$ cat src/rtl/unstick_pkg.sv
package unstick_pkg;

  typedef enum logic [2:0] {
    ST_IDLE,
    ST_LOW,
    ST_WAIT,
    ST_HIGH,
    ST_STOP_LOW,
    ST_STOP_WAIT,
    ST_STOP_HIGH
  } seqState_t;

  typedef struct packed {
    logic clearCnt;
    logic pulseInc;
    logic pulseClear;
    logic sampleEn;
    logic resultClear;
    logic finishOk;
    logic finishFault;
  } ctrlStrobe_t;

endpackage

$ cat src/rtl/unstick_datapath.sv
module unstick_datapath
  import unstick_pkg::*;
#(
  parameter int DIV_W       = 8,
  parameter int STRETCH_W   = 8,
  parameter int MAX_PULSES  = 9,
  parameter int SYNC_STAGES = 2,
  parameter int MIN_HALF    = 4
) (
  input  logic                 clk,
  input  logic                 rstN,
  input  ctrlStrobe_t          strobe,
  input  logic [DIV_W-1:0]     halfPeriod,
  input  logic [STRETCH_W-1:0] stretchLimit,
  input  logic                 sclIn,
  input  logic                 sdaIn,
  output logic                 phaseEnd,
  output logic                 pastMid,
  output logic                 sclSeen,
  output logic                 stretchOver,
  output logic                 sdaReleased,
  output logic                 lastPulse,
  output logic                 done,
  output logic                 success,
  output logic                 fault
);

  localparam int CNT_W   = ((DIV_W > STRETCH_W) ? DIV_W : STRETCH_W) + 1;
  localparam int PULSE_W = $clog2(MAX_PULSES + 1);

  logic [DIV_W-1:0]       heff;
  logic [CNT_W-1:0]       phaseCnt, heffW, midW, limitW;
  logic [PULSE_W-1:0]     pulseCnt;
  logic [SYNC_STAGES-1:0] sclPipe, sdaPipe;
  logic                   sdaHigh;

  // Effective half-period, with a floor so the mid-high sample follows the synchronizer.
  assign heff   = (halfPeriod < DIV_W'(MIN_HALF)) ? DIV_W'(MIN_HALF) : halfPeriod;
  assign heffW  = CNT_W'(heff);
  assign midW   = heffW >> 1;
  assign limitW = CNT_W'(stretchLimit);

  // Line synchronizers; the parameter picks a single flop or a shift chain.
  generate
    if (SYNC_STAGES > 1) begin : gSyncChain
      always_ff @(posedge clk or negedge rstN) begin
        if (!rstN) begin
          sclPipe <= '0;
          sdaPipe <= '0;
        end else begin
          sclPipe <= {sclPipe[SYNC_STAGES-2:0], sclIn};
          sdaPipe <= {sdaPipe[SYNC_STAGES-2:0], sdaIn};
        end
      end
    end else begin : gSyncSingle
      always_ff @(posedge clk or negedge rstN) begin
        if (!rstN) begin
          sclPipe <= '0;
          sdaPipe <= '0;
        end else begin
          sclPipe <= sclIn;
          sdaPipe <= sdaIn;
        end
      end
    end
  endgenerate

  assign sclSeen = sclPipe[SYNC_STAGES-1];

  // Shared phase / stretch counter, saturating.
  always_ff @(posedge clk or negedge rstN) begin
    if (!rstN)                phaseCnt <= '0;
    else if (strobe.clearCnt) phaseCnt <= '0;
    else if (!(&phaseCnt))    phaseCnt <= phaseCnt + CNT_W'(1);
  end

  assign phaseEnd    = (phaseCnt == heffW - CNT_W'(1));
  assign pastMid     = (phaseCnt >= midW);
  assign stretchOver = (phaseCnt >= limitW);

  // SDA sample taken in the middle of the SCL-high phase.
  always_ff @(posedge clk or negedge rstN) begin
    if (!rstN)                                   sdaHigh <= 1'b0;
    else if (strobe.pulseClear)                  sdaHigh <= 1'b0;
    else if (strobe.sampleEn && phaseCnt == midW) sdaHigh <= sdaPipe[SYNC_STAGES-1];
  end

  assign sdaReleased = sdaHigh;

  // Pulse counter.
  always_ff @(posedge clk or negedge rstN) begin
    if (!rstN)                  pulseCnt <= '0;
    else if (strobe.pulseClear) pulseCnt <= '0;
    else if (strobe.pulseInc)   pulseCnt <= pulseCnt + PULSE_W'(1);
  end

  assign lastPulse = (pulseCnt == PULSE_W'(MAX_PULSES - 1));

  // Result registers.
  always_ff @(posedge clk or negedge rstN) begin
    if (!rstN) begin
      done    <= 1'b0;
      success <= 1'b0;
      fault   <= 1'b0;
    end else begin
      done <= strobe.finishOk | strobe.finishFault;
      if (strobe.resultClear) begin
        success <= 1'b0;
        fault   <= 1'b0;
      end else begin
        if (strobe.finishOk)    success <= 1'b1;
        if (strobe.finishFault) fault   <= 1'b1;
      end
    end
  end

  assert_pulse_bound_R6: assert property (@(posedge clk) disable iff (!rstN)
    pulseCnt <= PULSE_W'(MAX_PULSES));

  assert_single_done_R8: assert property (@(posedge clk) disable iff (!rstN)
    done |=> !done);

  assert_result_exclusive_R8: assert property (@(posedge clk) disable iff (!rstN)
    !(success && fault));

endmodule

$ cat src/rtl/unstick_ctrl.sv
module unstick_ctrl
  import unstick_pkg::*;
(
  input  logic        clk,
  input  logic        rstN,
  input  logic        startReq,
  input  logic        phaseEnd,
  input  logic        pastMid,
  input  logic        sclSeen,
  input  logic        stretchOver,
  input  logic        sdaReleased,
  input  logic        lastPulse,
  output ctrlStrobe_t strobe,
  output logic        sclDriveLow,
  output logic        sdaDriveLow
);

  seqState_t state, nextState;

  always_ff @(posedge clk or negedge rstN) begin
    if (!rstN) state <= ST_IDLE;
    else       state <= nextState;
  end

  always_comb begin
    nextState = state;
    strobe    = '0;
    unique case (state)
      ST_IDLE: begin
        if (startReq) begin
          nextState          = ST_LOW;
          strobe.pulseClear  = 1'b1;
          strobe.resultClear = 1'b1;
        end
      end
      ST_LOW: begin
        if (phaseEnd) nextState = ST_WAIT;
      end
      ST_WAIT: begin
        if (sclSeen) nextState = ST_HIGH;
        else if (stretchOver) begin
          nextState          = ST_IDLE;
          strobe.finishFault = 1'b1;
        end
      end
      ST_HIGH: begin
        strobe.sampleEn = 1'b1;
        if (phaseEnd) begin
          strobe.pulseInc = 1'b1;
          if (sdaReleased) nextState = ST_STOP_LOW;
          else if (lastPulse) begin
            nextState          = ST_IDLE;
            strobe.finishFault = 1'b1;
          end else nextState = ST_LOW;
        end
      end
      ST_STOP_LOW: begin
        if (phaseEnd) nextState = ST_STOP_WAIT;
      end
      ST_STOP_WAIT: begin
        if (sclSeen) nextState = ST_STOP_HIGH;
        else if (stretchOver) begin
          nextState          = ST_IDLE;
          strobe.finishFault = 1'b1;
        end
      end
      ST_STOP_HIGH: begin
        if (phaseEnd) begin
          nextState       = ST_IDLE;
          strobe.finishOk = 1'b1;
        end
      end
      default: nextState = ST_IDLE;
    endcase
    strobe.clearCnt = (nextState != state);
  end

  assign sclDriveLow = (state == ST_LOW) || (state == ST_STOP_LOW);
  assign sdaDriveLow = ((state == ST_STOP_LOW) && pastMid) ||
                       (state == ST_STOP_WAIT) || (state == ST_STOP_HIGH);

  assert_no_start_cond_R5: assert property (@(posedge clk) disable iff (!rstN)
    $rose(sdaDriveLow) |-> sclDriveLow);

  assert_stop_edge_R5: assert property (@(posedge clk) disable iff (!rstN)
    $fell(sdaDriveLow) |-> !sclDriveLow);

  assert_scl_fall_sda_free_R2: assert property (@(posedge clk) disable iff (!rstN)
    $rose(sclDriveLow) |-> !sdaDriveLow);

endmodule

$ cat src/rtl/bus_unstick.sv
module bus_unstick
  import unstick_pkg::*;
#(
  parameter int DIV_W       = 8,
  parameter int STRETCH_W   = 8,
  parameter int MAX_PULSES  = 9,
  parameter int SYNC_STAGES = 2,
  parameter int MIN_HALF    = 4
) (
  input  logic                 clk,
  input  logic                 rstN,
  input  logic                 startReq,
  input  logic [DIV_W-1:0]     halfPeriod,
  input  logic [STRETCH_W-1:0] stretchLimit,
  input  logic                 sclIn,
  input  logic                 sdaIn,
  output logic                 sclDriveLow,
  output logic                 sdaDriveLow,
  output logic                 done,
  output logic                 success,
  output logic                 fault
);

  ctrlStrobe_t strobe;
  logic phaseEnd, pastMid, sclSeen, stretchOver, sdaReleased, lastPulse;

  unstick_ctrl uCtrl (
    .clk         (clk),
    .rstN        (rstN),
    .startReq    (startReq),
    .phaseEnd    (phaseEnd),
    .pastMid     (pastMid),
    .sclSeen     (sclSeen),
    .stretchOver (stretchOver),
    .sdaReleased (sdaReleased),
    .lastPulse   (lastPulse),
    .strobe      (strobe),
    .sclDriveLow (sclDriveLow),
    .sdaDriveLow (sdaDriveLow)
  );

  unstick_datapath #(
    .DIV_W       (DIV_W),
    .STRETCH_W   (STRETCH_W),
    .MAX_PULSES  (MAX_PULSES),
    .SYNC_STAGES (SYNC_STAGES),
    .MIN_HALF    (MIN_HALF)
  ) uData (
    .clk          (clk),
    .rstN         (rstN),
    .strobe       (strobe),
    .halfPeriod   (halfPeriod),
    .stretchLimit (stretchLimit),
    .sclIn        (sclIn),
    .sdaIn        (sdaIn),
    .phaseEnd     (phaseEnd),
    .pastMid      (pastMid),
    .sclSeen      (sclSeen),
    .stretchOver  (stretchOver),
    .sdaReleased  (sdaReleased),
    .lastPulse    (lastPulse),
    .done         (done),
    .success      (success),
    .fault        (fault)
  );

endmodule

$ cat config.mk
export PLATFORM = sky130hd
export DESIGN_NAME = bus_unstick
export DESIGN_NICKNAME = d
export VERILOG_FILES = /design/src/rtl/unstick_pkg.sv /design/src/rtl/unstick_datapath.sv /design/src/rtl/unstick_ctrl.sv /design/src/rtl/bus_unstick.sv
export SDC_FILE = /design/constraint.sdc
export NUM_CORES = 1
export LEC_CHECK = 0
export ABC_AREA = 1
export BUFFER_PORTS_ARGS = -buffer_cell sky130_fd_sc_hd__buf_2
export CORE_AREA = 10 10 79 81
export CTS_CLUSTER_DIAMETER = 80
export DETAILED_ROUTE_END_ITERATION = 7
export DIE_AREA = 0 0 89 91
export PLACE_DENSITY_LB_ADDON = 0.25
export RECOVER_POWER = 50
export SLEW_MARGIN = 40
export SYNTH_ARGS = -nofsm -noshare
export SYNTH_HDL_FRONTEND = slang
export SYNTH_HIERARCHICAL = 1
export SYNTH_SLANG_ARGS = --single-unit
$ cat constraint.sdc
create_clock -name clk -period 4.5 [get_ports clk]
set_clock_uncertainty 0.2 [all_clocks]
set_input_delay 0.225 -clock clk [delete_from_list [all_inputs] [get_ports clk]]
set_output_delay 0.225 -clock clk [all_outputs]
set_load 0.005 [all_outputs]
======== After elaboration in Yosys (flattened, before gate mapping) ========
Cells that the tools add are included.
Widths: inputs -> output; s select.
cells by class
  $add $sub $neg .......................... 3
  magnitude comparators ................... 3
  equality and inequality tests ........... 11
  muxes and demuxes ....................... 34
  bitwise logic cells ..................... 1
  reduce and logical (&&, ||, !) cells .... 12
operators by type and width
  cell                 number
  $mux 3               9
  $pmux 3 s7           1
  $mux 1               18
  $mux 9               2
  $add 9x1->9 const B  1
  $eq 3x3->1 const B   3
  $eq 9x7->1           1
  $eq 9x9->1           1
  $ge 9x7->1           1
  $ge 9x8->1           1
  $reduce_and 9->1     1
  $sub 8x1->9 const B  1
  $lt 8x3->1 const B   1
  $mux 4               2
  $mux 8               1
  $reduce_bool 2->1    4
  $eq 3x2->1 const B   2
  $add 4x1->4 const B  1
  $eq 4x4->1 const B   1
  $eq 3x1->1 const B   1
  $logic_not 3->1      1
  $logic_or 1x1->1     3
  $ne 3x3->1           1
  $logic_and 1x1->1    2
  other kinds (4)      4
word-level totals
  register bits after elaboration ......... 24
  bits of input ports ..................... 21
  output and inout bits ................... 5
  word-level logic and storage cells ...... 73

======== Depth between registers and ports, before layout ========
Gate-level depths: netlist of run 1.
  word-level depth ........................ 8
  mapped depth ............................ 30

======== Modules after synthesis ========
The synthesis of run 1 kept the hierarchy.
modules (own cells, without submodules)
  module            instances  cells each  area an instance (µm²)  seq. area each (µm²)
  unstick_datapath  1          209         1,587.8                 525.5
  unstick_ctrl      1          71          440.4                   75.1

======== Worst setup path before layout of run 1 ========
No wires, ideal clock.
  path kind ............................... input -> register
  start point ............................. input port halfPeriod[4]
  end point ............................... register uData.phaseCnt[7]
  setup time .............................. 0.126 ns
  arrival ................................. 2.905 ns
  slack ................................... 1.269 ns
  stages .................................. 29
  buffers on the path ..................... 0
  cells stage by stage .................... nor2_2 nand4_1 nand2_1 ha_1 inv_1 nor2_1 nand3_1 nand2_1 nand2_1 nand2_1 nand3_1 nor2_1 nand3_1 nor2_1 inv_1 nand4_1 nand2_1 nor2_2 nand2_2 nand2_1 nand2_1 nand2_1 nor2_2 nor2_2 nand2_1 nor2_2 nand2_2 nor3_1 nor3_1
RTL lines
  item                  line                    source
  from (decl)           bus_unstick.sv:13       input logic [DIV_W-1:0] halfPeriod,
  to (signal assigned)  unstick_datapath.sv:74  else if (!(&phaseCnt)) phaseCnt <= phaseCnt + CNT_W'(1);
  to (decl)             unstick_datapath.sv:32  logic [CNT_W-1:0] phaseCnt, heffW, midW, limitW;

==> results by group, run 1 <==
Status
  • Outcome: finished clean

Routing
  • Routed Antenna Nets: 0
  • DR vias: 1853
  • DRC: 0
  • Initial DRT Pass Iterations: 4
  • Total Wirelength: 4590 um
  • Drt via density: 5.12
  • WL/cell: 12.7 um
  • DR iter-0 viols: 95

Setup path
  • WP data required: 4.45 ns
  • FF-to-FF Start: uData/phaseCnt[0]
  • R2R setup slack: 1.29 ns
  • Crit path top cell by count: nand2_1
  • Critical path fanouts, max: 7
  • Slowest-stage cell, CP: nor2_1
  • Critical path type: in2reg
  • R2R depth: 24
  • CP startpoint: halfPeriod[4]
  • CP endpoint: uData/phaseCnt[7]
  • Critical Path End Type: flop
  • Crit start category: input pin
  • Crit path DAT: 3.53 ns
  • Slowest stage delay, CP: 0.33 ns
  • Reg2reg end: uData/phaseCnt[7]

Floorplanning
  • Die Ht: 91 um
  • Initial Utilization: 0.435
  • Die width: 89 um
  • I/O Pins: 26
  • Core area: 0.00466 mm2
  • Cell Rows: 25
  • Die area: 0.00810 mm2

Yosys
  • Cell accounting for the most synthesized area: dfrtp_1
  • Cell variety after synth: 35
  • Mean Syn Cell Area: 7.24 um2
  • Post-synthesis sequential area ratio: 0.296
  • Fraction of registers with async set/reset: 1.00
  • Xor and xnor area share after synthesis: 0.0130
  • Largest family of logic cells by synthesized area: simple AND/OR/NAND/NOR gates
  • Post-synth EDFFs: 0
  • Post-Syn Instances: 280
  • Compound-Gate Fraction of Synth Area: 0.108
  • Synth warnings: 6
  • Main synth FF type: dfrtp_1
  • Top cell type's share of synthesized area: 0.296
  • Mux cell area share after synthesis: 0
  • Adder-cell share of the synthesized area: 0.123
  • Synth cell count leaders: nand2_1, inv_1, nor2_1
  • Net Count, Synth: 321
  • Post-Synth Simple-Gate Area: 0.355
  • Largest cells by area after synthesis: dfrtp_1, ha_1, nand2_1
  • Cell with the most instances after synthesis: nand2_1
  • Post-Synthesis Cell Area: 0.00203 mm2
  • Synthesized flop and latch total: 24

Timing
  • Fmax: 279 MHz
  • Slew Viols, Final: 0
  • Slew margin rel.: 0.125
  • RSZ-0062 raised after global routing: false
  • Worst slew pin tran: 1.31 ns
  • Hold Vio Cnt, Final: 0
  • Worst Setup Slack, final: 0.920 ns
  • Min Tclk post-route: 3.58 ns
  • Setup TNS: 0 ns
  • Final setup violation count: 0
  • Period utilization: 0.795
  • Min Hold Slack: 0.154 ns

GRT
  • Initial antenna violation count: 0
  • Largest net degree at the start of global routing: 25
  • First-pass GRT wire length: 8040 um
  • Vias in the first global route: 1816
  • Gr usage total: 0.120
  • Grt ovf: 0

CTS
  • Clock latency on the worst-skew pair: 0.27 ns
  • CTS Buffer Depth: 2
  • CTS Root Cell: clkbuf_8
  • Setup bufs post-CTS: 0
  • Clock tree sinks: 24
  • CTS buffer count: 3
  • Clk pin slew, worst setup/hold paths: 0.09 ns
  • H-tree depth: 1
  • CTS tree: built
  • PostCTS Resize Cnt: 0

Finish
  • N_diodes: 0
  • Fillers: 486
  • Share of cells above drive strength 1: 0.208
  • Nets: 350
  • Area added between synthesis and finish: 12.3%

Pwr
  • Clock power frac: 0.252
  • Final Total Pwr: 0.756 mW
  • Internal power: 0.463 mW
  • Leak: 1.19 nW
  • Psw: 0.293 mW
  • Sequential fraction of design power: 0.385
  • Max VDD drop: 0.000206 V
  • Switching Share: 0.387
  • Comb power frac: 0.363
  • Pwr per Cell Area: 332 mW/mm2

Flow run
  • Max Cap Violations: 0

Hold path
  • HP Start: uData/sclPipe[0]
  • Min-Delay Path Class: reg2reg

Place
  • Pre-CTS setup slack: 0.685 ns
  • # port buffers: 25
  • DP Wirelength: 3740 um
  • Gp weighted congestion: 0.905
-- cell type report --
| type | count | area [um2] | area share |
|---|---|---|---|
| clock buffer | 3 | 41.3 | 0.0181 |
| inverter | 43 | 168 | 0.0736 |
| tap | 54 | 67.6 | 0.0297 |
| multi-input combinational | 209 | 1220 | 0.534 |
| timing repair buffer | 28 | 154 | 0.0676 |
| clock inverter | 1 | 30.0 | 0.0132 |
| sequential | 24 | 601 | 0.264 |
-- logic make-up after synthesis --
kind of cell	count (synthesis)
adders and majority gates	20
AOI/OAI and AO/OA	38
and+or+nand+nor	148
DFF	24
buffers and inverters	47
xor gates and xnor gates	3
-- worst min path at each step --
| stage | end | slack, ns | cells past startpoint |
|---|---|---|---|
| 2_1_floorplan | uCtrl/state[0] | -0.27 | 0 |
| 3_3_place_gp | uData/success | 0.05 | 1 |
| 3_5_place_dp | uData/success | 0.05 | 1 |
| 4_1_cts | uData/sclPipe[1] | 0.16 | 0 |
| 5_1_grt | uData/sclPipe[1] | 0.16 | 0 |
| 6_report | uData/sclPipe[1] | 0.15 | 0 |
-- through the flow --
stage / util / std cells / instance area [um2]
floorplan: - / 280 / 2030
global placement: 0.467 / 355 / 2180
detailed placement: 0.467 / 355 / 2180
CTS: 0.489 / 362 / 2280
global route: 0.489 / 362 / 2280
finish: 0.489 / 362 / 2280
-- critical path: cells and delay by family --
kind / cells / cell delay (ns)
AND/OR/NAND/NOR: 26 / 2.73
buffers and inverters: 3 / 0.36
adder cells (fa/ha/maj): 1 / 0.21
-- timing repair --
action | 4_1_cts | 5_1_grt
hold buffers | 3 | 0
endpoints found under the setup margin | 0 | 0
endpoints found under the hold margin | 26 | 0
-- power groups by stage --
stage | sequential (mW) | combinational (mW) | clock [mW]
floorplan | 0.267 | 0.235 | 0
global placement | 0.294 | 0.271 | 0
detailed placement | 0.295 | 0.273 | 0
CTS | 0.290 | 0.276 | 0.195
global route | 0.298 | 0.324 | 0.203
finish | 0.291 | 0.274 | 0.191
-- metal layers --
layer	vias up	share of wire	wire (um)	GRT usage
met3	2	0.028	129	0.0223
met2	24	0.48	2200	0.203
li1	984	-	-	-
met4	0	0.0041	19	0.0199
met5	-	0	0	0
met1	843	0.49	2230	0.154
-- flip-flops by register name, indices dropped and copies added (netlist names) --
register	cells
uData/fault	1
uCtrl/state	3
uData/sdaPipe	2
uData/phaseCnt	9
uData/pulseCnt	4
uData/success	1
uData/done	1
uData/sdaReleased	1
uData/sclPipe	2
-- cells in the final DEF (no fill, tap or decap), drive strengths merged, types with 3 or more instances in the layout --
| cell type | n |
|---|---|
| a21oi | 17 |
| buf | 24 |
| clkbuf | 4 |
| dfrtp | 24 |
| dlygate4sd3 | 3 |
| ha | 20 |
| inv | 42 |
| nand2 | 60 |
| nand3 | 26 |
| nand4 | 9 |
| nor2 | 39 |
| nor3 | 10 |
| o21ai | 12 |
Note: power is estimated with default switching activity, not from simulation.
==> run 2: changes to the inputs <==
==> constraint.sdc (replaced) <==
create_clock -name clk -period 3.15 [get_ports clk]
set_clock_uncertainty 0.2 [all_clocks]
set_input_delay 0.1575 -clock clk [delete_from_list [all_inputs] [get_ports clk]]
set_output_delay 0.1575 -clock clk [all_outputs]
set_load 0.005 [all_outputs]
==> run 2 against run 1 <==
  * The flow now finishes with violations (negative setup slack)
  * Sequential cell count is the same
  * Critical endpoint is now uData/phaseCnt[6]
  * Worst setup slack lost 0.93 ns
  * Combinational power grew 97%
  * Final cell count grew 8.6%
  * Non-clock buffer count grew 31
  * Sequential share of layout area shrank 3.1 points
  * Worst hold slack lost 0.023 ns
  * Clock-buffer cell count is the same
==> results by group, run 2 (synthesis results as in run 1) <==
Routing
  • WL/cell: 12.8 um (+0.99%)
  • Routed Antenna Nets: 0 (unchanged)
  • Drt via density: 5.08 (-0.73%)
  • Initial DRT Pass Iterations: 4 (unchanged)
  • Metal2 WL: 2320 um (+5.4%)
  • DR iter-0 viols: 140 (+47%)
  • DRC: 0 (unchanged)
  • Wl on met1: 2520 um (+13%)
  • Top sig layer: met4
  • DR vias: 1997 (+7.8%)
  • Met3 WL: 176 um (+36%)
  • Total Wirelength: 5030 um (+9.6%)

Timing
  • Final setup violation count: 1 (+1)
  • Min Tclk post-route: 3.16 ns
  • RSZ-0062 raised after global routing: true
  • Worst slew pin tran: 1.31 ns (+0.000917 ns)
  • Slew margin rel.: 0.125 (-0.000611)
  • Hold Vio Cnt, Final: 0 (unchanged)
  • Fmax: 316 MHz
  • Period utilization: 1.00
  • Slew Viols, Final: 0 (unchanged)
  • Worst Setup Slack, final: -0.0103 ns (-0.931 ns)

Setup path
  • Critical path type: in2reg
  • Critical path fanouts, max: 5 (-2)
  • R2R setup slack: 0.07 ns (-1.22 ns)
  • Crit path DAT: 3.15 ns (-0.38 ns)
  • Reg2reg end: uData/phaseCnt[6]
  • Slowest stage delay, CP: 0.21 ns (-0.12 ns)
  • Crit path top cell by count: nand2_2
  • Crit start category: input pin
  • R2R depth: 25 (+4.2%)
  • WP data required: 3.14 ns (-1.31 ns)
  • Critical Path End Type: flop
  • FF-to-FF Start: uData/phaseCnt[0]
  • Slowest-stage cell, CP: ha_2

Finish
  • Most frequent cells in the layout: nand2_1, inv_1, buf_4, nor2_1, dfrtp_1
  • Share of cells above drive strength 1: 0.316 (+0.108)
  • Post-layout util: 0.553 (+0.0647)
  • Non-Filler Instances: 393 (+8.6%)
  • Area added between synthesis and finish: 27.1%
  • Design area: 0.00258 mm2 (+13%)
  • Largest registers: uData/phaseCnt (9), uData/pulseCnt (4), uCtrl/state (3)
  • Nets: 381 (+8.9%)
  • Most common cell after layout, fill and taps aside: nand2_1
  • Biggest register: uData/phaseCnt
  • Max reg flops: 9 (unchanged)
  • N_diodes: 0 (unchanged)

Hold path
  • HP Start: startReq
  • WHS Path Cells: 5 (+5)
  • Min-Delay Path Class: in2reg
  • Hold Path End: uData/success

CTS
  • CTS tree: built
  • CTS buffer count: 3 (unchanged)
  • CTS Root Cell: clkbuf_8
  • Clk pin slew, worst setup/hold paths: 0.09 ns (about the same)
  • Clock tree sinks: 24 (unchanged)
  • H-tree depth: 1 (unchanged)
  • Clock latency on the worst-skew pair: 0.26 ns (about the same)
  • CTS Buffer Depth: 2 (unchanged)

Floorplanning
  • Die width: 89 um (unchanged)
  • Core area: 0.00466 mm2 (unchanged)
  • Cell Rows: 25 (unchanged)
  • I/O Pins: 26 (unchanged)
  • Initial Utilization: 0.435 (unchanged)
  • Die area: 0.00810 mm2 (unchanged)
  • Die Ht: 91 um (unchanged)

Pwr
  • Final Total Pwr: 1.20 mW (+59%)
  • Leak: 1.34 nW (+13%)
  • Pwr per Cell Area: 466 mW/mm2 (+40%)
  • Max VDD drop: 0.000261 V (+26%)

GRT
  • Gr usage total: 0.124 (+0.00401)
  • Initial antenna violation count: 0 (unchanged)
  • Grt ovf: 0 (unchanged)
  • Largest net degree at the start of global routing: 25 (unchanged)
  • Vias in the first global route: 1821 (+0.28%)
  • First-pass GRT wire length: 8360 um (+3.9%)

Place
  • Pre-CTS setup slack: -0.227 ns (-0.911 ns)
  • Gp weighted congestion: 0.914 (+1.0%)
  • Placed cell count: 380 (+7.0%)
  • DP Wirelength: 4080 um (+9.2%)
  • # port buffers: 25 (unchanged)
  • DP Area: 0.00237 mm2 (+8.7%)

Status
  • Outcome: finished with violations
  • Violated checks: negative setup slack

Flow run
  • Max Cap Violations: 0 (unchanged)
==> run 2: cell count changes in the layout (fill, tap and decap cells not counted), sizes merged <==
cell,previous run,this run
buf,24,55
==> run 2: routing by layer <==
| metal | vias to the layer above | global-route usage |
|---|---|---|
| li1 | 1047 | - |
| met2 | 30 | 0.192 |
| met5 | - | 0 |
| met4 | 0 | 0.0225 |
| met1 | 918 | 0.176 |
| met3 | 2 | 0.0214 |
==> run 2: per-stage QoR <==
step           hold WS, ns  TNS (ns)
2_1_floorplan       -0.338         0
4_1_cts              0.132         0
3_3_place_gp       -0.0206    -0.195
6_report             0.132   -0.0103
3_5_place_dp       -0.0221    -0.718
5_1_grt              0.144     -1.56
==> run 2: how the worst max path moves through the flow <==
| stage | endpoint | slack [ns] | start |
|---|---|---|---|
| 2_1_floorplan | uData/phaseCnt[7] | 0.07 | halfPeriod[4] |
| 3_3_place_gp | uData/phaseCnt[7] | -0.12 | halfPeriod[4] |
| 3_5_place_dp | uData/phaseCnt[7] | -0.23 | halfPeriod[4] |
| 4_1_cts | uData/phaseCnt[7] | 0.04 | halfPeriod[4] |
| 5_1_grt | uData/phaseCnt[6] | -0.37 | halfPeriod[7] |
| 6_report | uData/phaseCnt[6] | -0.01 | halfPeriod[7] |
==> run 2: layout make-up <==
class / instances / area, um2
Tap cell: 54 / 67.6
Fill cell: 440 / 2080
Clock buffer: 3 / 41.3
Clock inverter: 1 / 30.0
Timing Repair Buffer: 59 / 403
Inverter: 43 / 168
Sequential cell: 24 / 601
Multi-Input combinational cell: 209 / 1270
==> run 2: timing repair <==
| item | in CTS | in global routing |
|---|---|---|
| buffers inserted | 0 | 6 |
| resized for setup | 0 | 21 |
| endpoints found under the hold margin | 26 | 0 |
| endpoints found under the setup margin | 0 | 9 |
| hold buffers | 3 | 0 |
==> run 2: power by group <==
part | switching [mW] | internal (mW)
Combinational | 0.310 | 0.228
Clock | 0.0980 | 0.170
Sequential | 0.0536 | 0.342
==> run 2: critical path, delay by kind of cell <==
kind | cells | cell delay, ns
AO/OA/AOI/OAI | 1 | 0.07
AND/OR/NAND/NOR | 25 | 2.40
adder cells (fa/ha/maj) | 1 | 0.21
buffers and inverters | 4 | 0.30
==> run 3: changes to the inputs <==
--- a/config.mk
+++ b/config.mk
@@ -18,3 +18,4 @@
 export SYNTH_HDL_FRONTEND = slang
 export SYNTH_HIERARCHICAL = 1
 export SYNTH_SLANG_ARGS = --single-unit
+export TNS_END_PERCENT = 1
==> run 3 against run 2 <==
  * The run still ends with negative setup slack left
  * Sequential cell count did not move
  * Final area did not move
  * Power barely moved
  * Worst hold slack got worse by 0.0013 ns
  * Global-route usage did not move
  * Combinational power barely moved
  * Highest routed layer unchanged
==> results by group, run 3 (synthesis results as in run 1) <==
Status
  • Outcome: finished with violations
  • Violated checks: negative setup slack

Routing
  • Top sig layer: met4
  • Routed Antenna Nets: 0 (unchanged)
  • Metal2 WL: 2320 um (-0.30%)
  • DRC: 0 (unchanged)
  • Total Wirelength: 5020 um (-0.12%)
  • Wl on met1: 2510 um (-0.24%)
  • Met3 WL: 183 um (+4.0%)
  • Initial DRT Pass Iterations: 4 (unchanged)
  • Drt via density: 5.07 (-0.20%)
  • DR iter-0 viols: 143 (+2.1%)
  • WL/cell: 12.8 um (-0.12%)
  • DR vias: 1993 (-0.20%)

Floorplanning
  • Initial Utilization: 0.435 (unchanged)
  • Core area: 0.00466 mm2 (unchanged)
  • Cell Rows: 25 (unchanged)
  • I/O Pins: 26 (unchanged)
  • Die Ht: 91 um (unchanged)
  • Die width: 89 um (unchanged)
  • Die area: 0.00810 mm2 (unchanged)

Timing
  • Worst Setup Slack, final: -0.00834 ns (+0.00200 ns)
  • Fmax: 317 MHz (about the same)
  • Worst slew pin tran: 1.31 ns (+0.000837 ns)
  • Hold Vio Cnt, Final: 0 (unchanged)
  • Period utilization: 1.00 (about the same)
  • Final setup violation count: 1 (unchanged)
  • RSZ-0062 raised after global routing: true
  • Slew Viols, Final: 0 (unchanged)
  • Min Hold Slack: 0.130 ns (-0.00126 ns)
  • Slew margin rel.: 0.124 (-0.000558)
  • Min Tclk post-route: 3.16 ns (-0.00200 ns)

CTS
  • CTS Root Cell: clkbuf_8
  • Clk pin slew, worst setup/hold paths: 0.09 ns (about the same)
  • Clock tree sinks: 24 (unchanged)
  • CTS Buffer Depth: 2 (unchanged)
  • CTS buffer count: 3 (unchanged)
  • H-tree depth: 1 (unchanged)
  • Clock latency on the worst-skew pair: 0.26 ns (about the same)
  • CTS tree: built

Setup path
  • Critical path type: in2reg
  • CP startpoint: halfPeriod[7]
  • Crit path top cell by count: nand2_2
  • FF-to-FF Start: uData/phaseCnt[0]
  • Crit start category: input pin
  • R2R setup slack: 0.07 ns (about the same)
  • R2R depth: 25 (unchanged)
  • Critical Path End Type: flop
  • CP top delay family: simple AND/OR/NAND/NOR gates
  • CP endpoint: uData/phaseCnt[6]
  • Slowest stage delay, CP: 0.21 ns (about the same)
  • Slowest-stage cell, CP: ha_2
  • Buffers and inverters on the worst path: 4 (unchanged)
  • WP data required: 3.14 ns (about the same)
  • Crit path DAT: 3.15 ns (about the same)
  • Critical path fanouts, max: 5 (unchanged)
  • Reg2reg end: uData/phaseCnt[6]
  • Worst path depth: 31 (unchanged)

GRT
  • First-pass GRT wire length: 8360 um (unchanged)
  • Gr usage total: 0.124 (unchanged)
  • Grt ovf: 0 (unchanged)
  • Vias in the first global route: 1821 (unchanged)
  • Initial antenna violation count: 0 (unchanged)
  • Largest net degree at the start of global routing: 25 (unchanged)

Finish
  • Nets: 381 (unchanged)
  • Share of cells above drive strength 1: 0.316 (unchanged)
  • Biggest register: uData/phaseCnt
  • Largest registers: uData/phaseCnt (9), uData/pulseCnt (4), uCtrl/state (3)
  • N_diodes: 0 (unchanged)
  • Most common cell after layout, fill and taps aside: nand2_1
  • Max reg flops: 9 (unchanged)
  • Area added between synthesis and finish: 27.1% (unchanged)
  • Most frequent cells in the layout: nand2_1, inv_1, buf_4, nor2_1, dfrtp_1

Place
  • # port buffers: 25 (unchanged)
  • DP Wirelength: 4080 um (unchanged)
  • Gp weighted congestion: 0.914 (unchanged)
  • Pre-CTS setup slack: -0.227 ns (unchanged)

Flow run
  • Max Cap Violations: 0 (unchanged)

Pwr
  • Final Total Pwr: 1.20 mW (about the same)
  • Leak: 1.34 nW (unchanged)
  • Pwr per Cell Area: 466 mW/mm2 (about the same)
  • Max VDD drop: 0.000261 V (about the same)

Hold path
  • Min-Delay Path Class: in2reg
[run 3: worst min path at each step]
stage                  start             end  slack [ns]  cells past startpoint
CTS                 startReq   uData/success        0.13                      5
floorplan               rstN  uCtrl/state[0]       -0.34                      0
finish              startReq   uData/success        0.13                      5
detailed placement      rstN   uData/success       -0.02                      1
global route        startReq   uData/success        0.14                      5
global placement        rstN      uData/done       -0.02                      1
[run 3: tightest hold or removal path: cells and delay by family]
kind | cells | cell delay (ns)
buf+inv | 2 | 0.22
simple gates | 3 | 0.18
[run 3: routing by layer]
metal  up-vias  global-route usage
met5         -                   0
met4         0              0.0225
met3         2              0.0214
met2        32               0.192
met1       912               0.176
li1       1047                   -
[run 3: stage by stage]
step | util | TNS (ns) | cells | instance area [um2]
after floorplan | - | 0 | 280 | 2030
after global placement | 0.508 | -0.195 | 380 | 2370
after detailed placement | 0.508 | -0.718 | 380 | 2370
after CTS | 0.530 | 0 | 387 | 2470
after global routing | 0.553 | -1.53 | 393 | 2580
final | 0.553 | -0.00834 | 393 | 2580
[run 3: report_power, final]
part | internal [mW] | switching (mW) | leakage (nW)
sequential | 0.342 | 0.0534 | 0.318
clock | 0.170 | 0.0988 | 0.0357
combinational | 0.228 | 0.310 | 0.986
total | 0.740 | 0.462 | 1.34
[run 3: area by class of cell]
| type | count | area (um2) |
|---|---|---|
| fill | 440 | 2080 |
| multi-input combinational | 209 | 1270 |
| sequential | 24 | 601 |
| timing repair buffer | 59 | 403 |
| inverter | 43 | 168 |
| tap | 54 | 67.6 |
| clock buffer | 3 | 41.3 |
| clock inverter | 1 | 30.0 |
[run 3: repair_timing]
item	in CTS	in global routing
endpoints found under the setup margin	0	9
gates resized for setup	0	21
endpoints found under the hold margin	26	0
hold buffers	3	0
buffers inserted	0	6
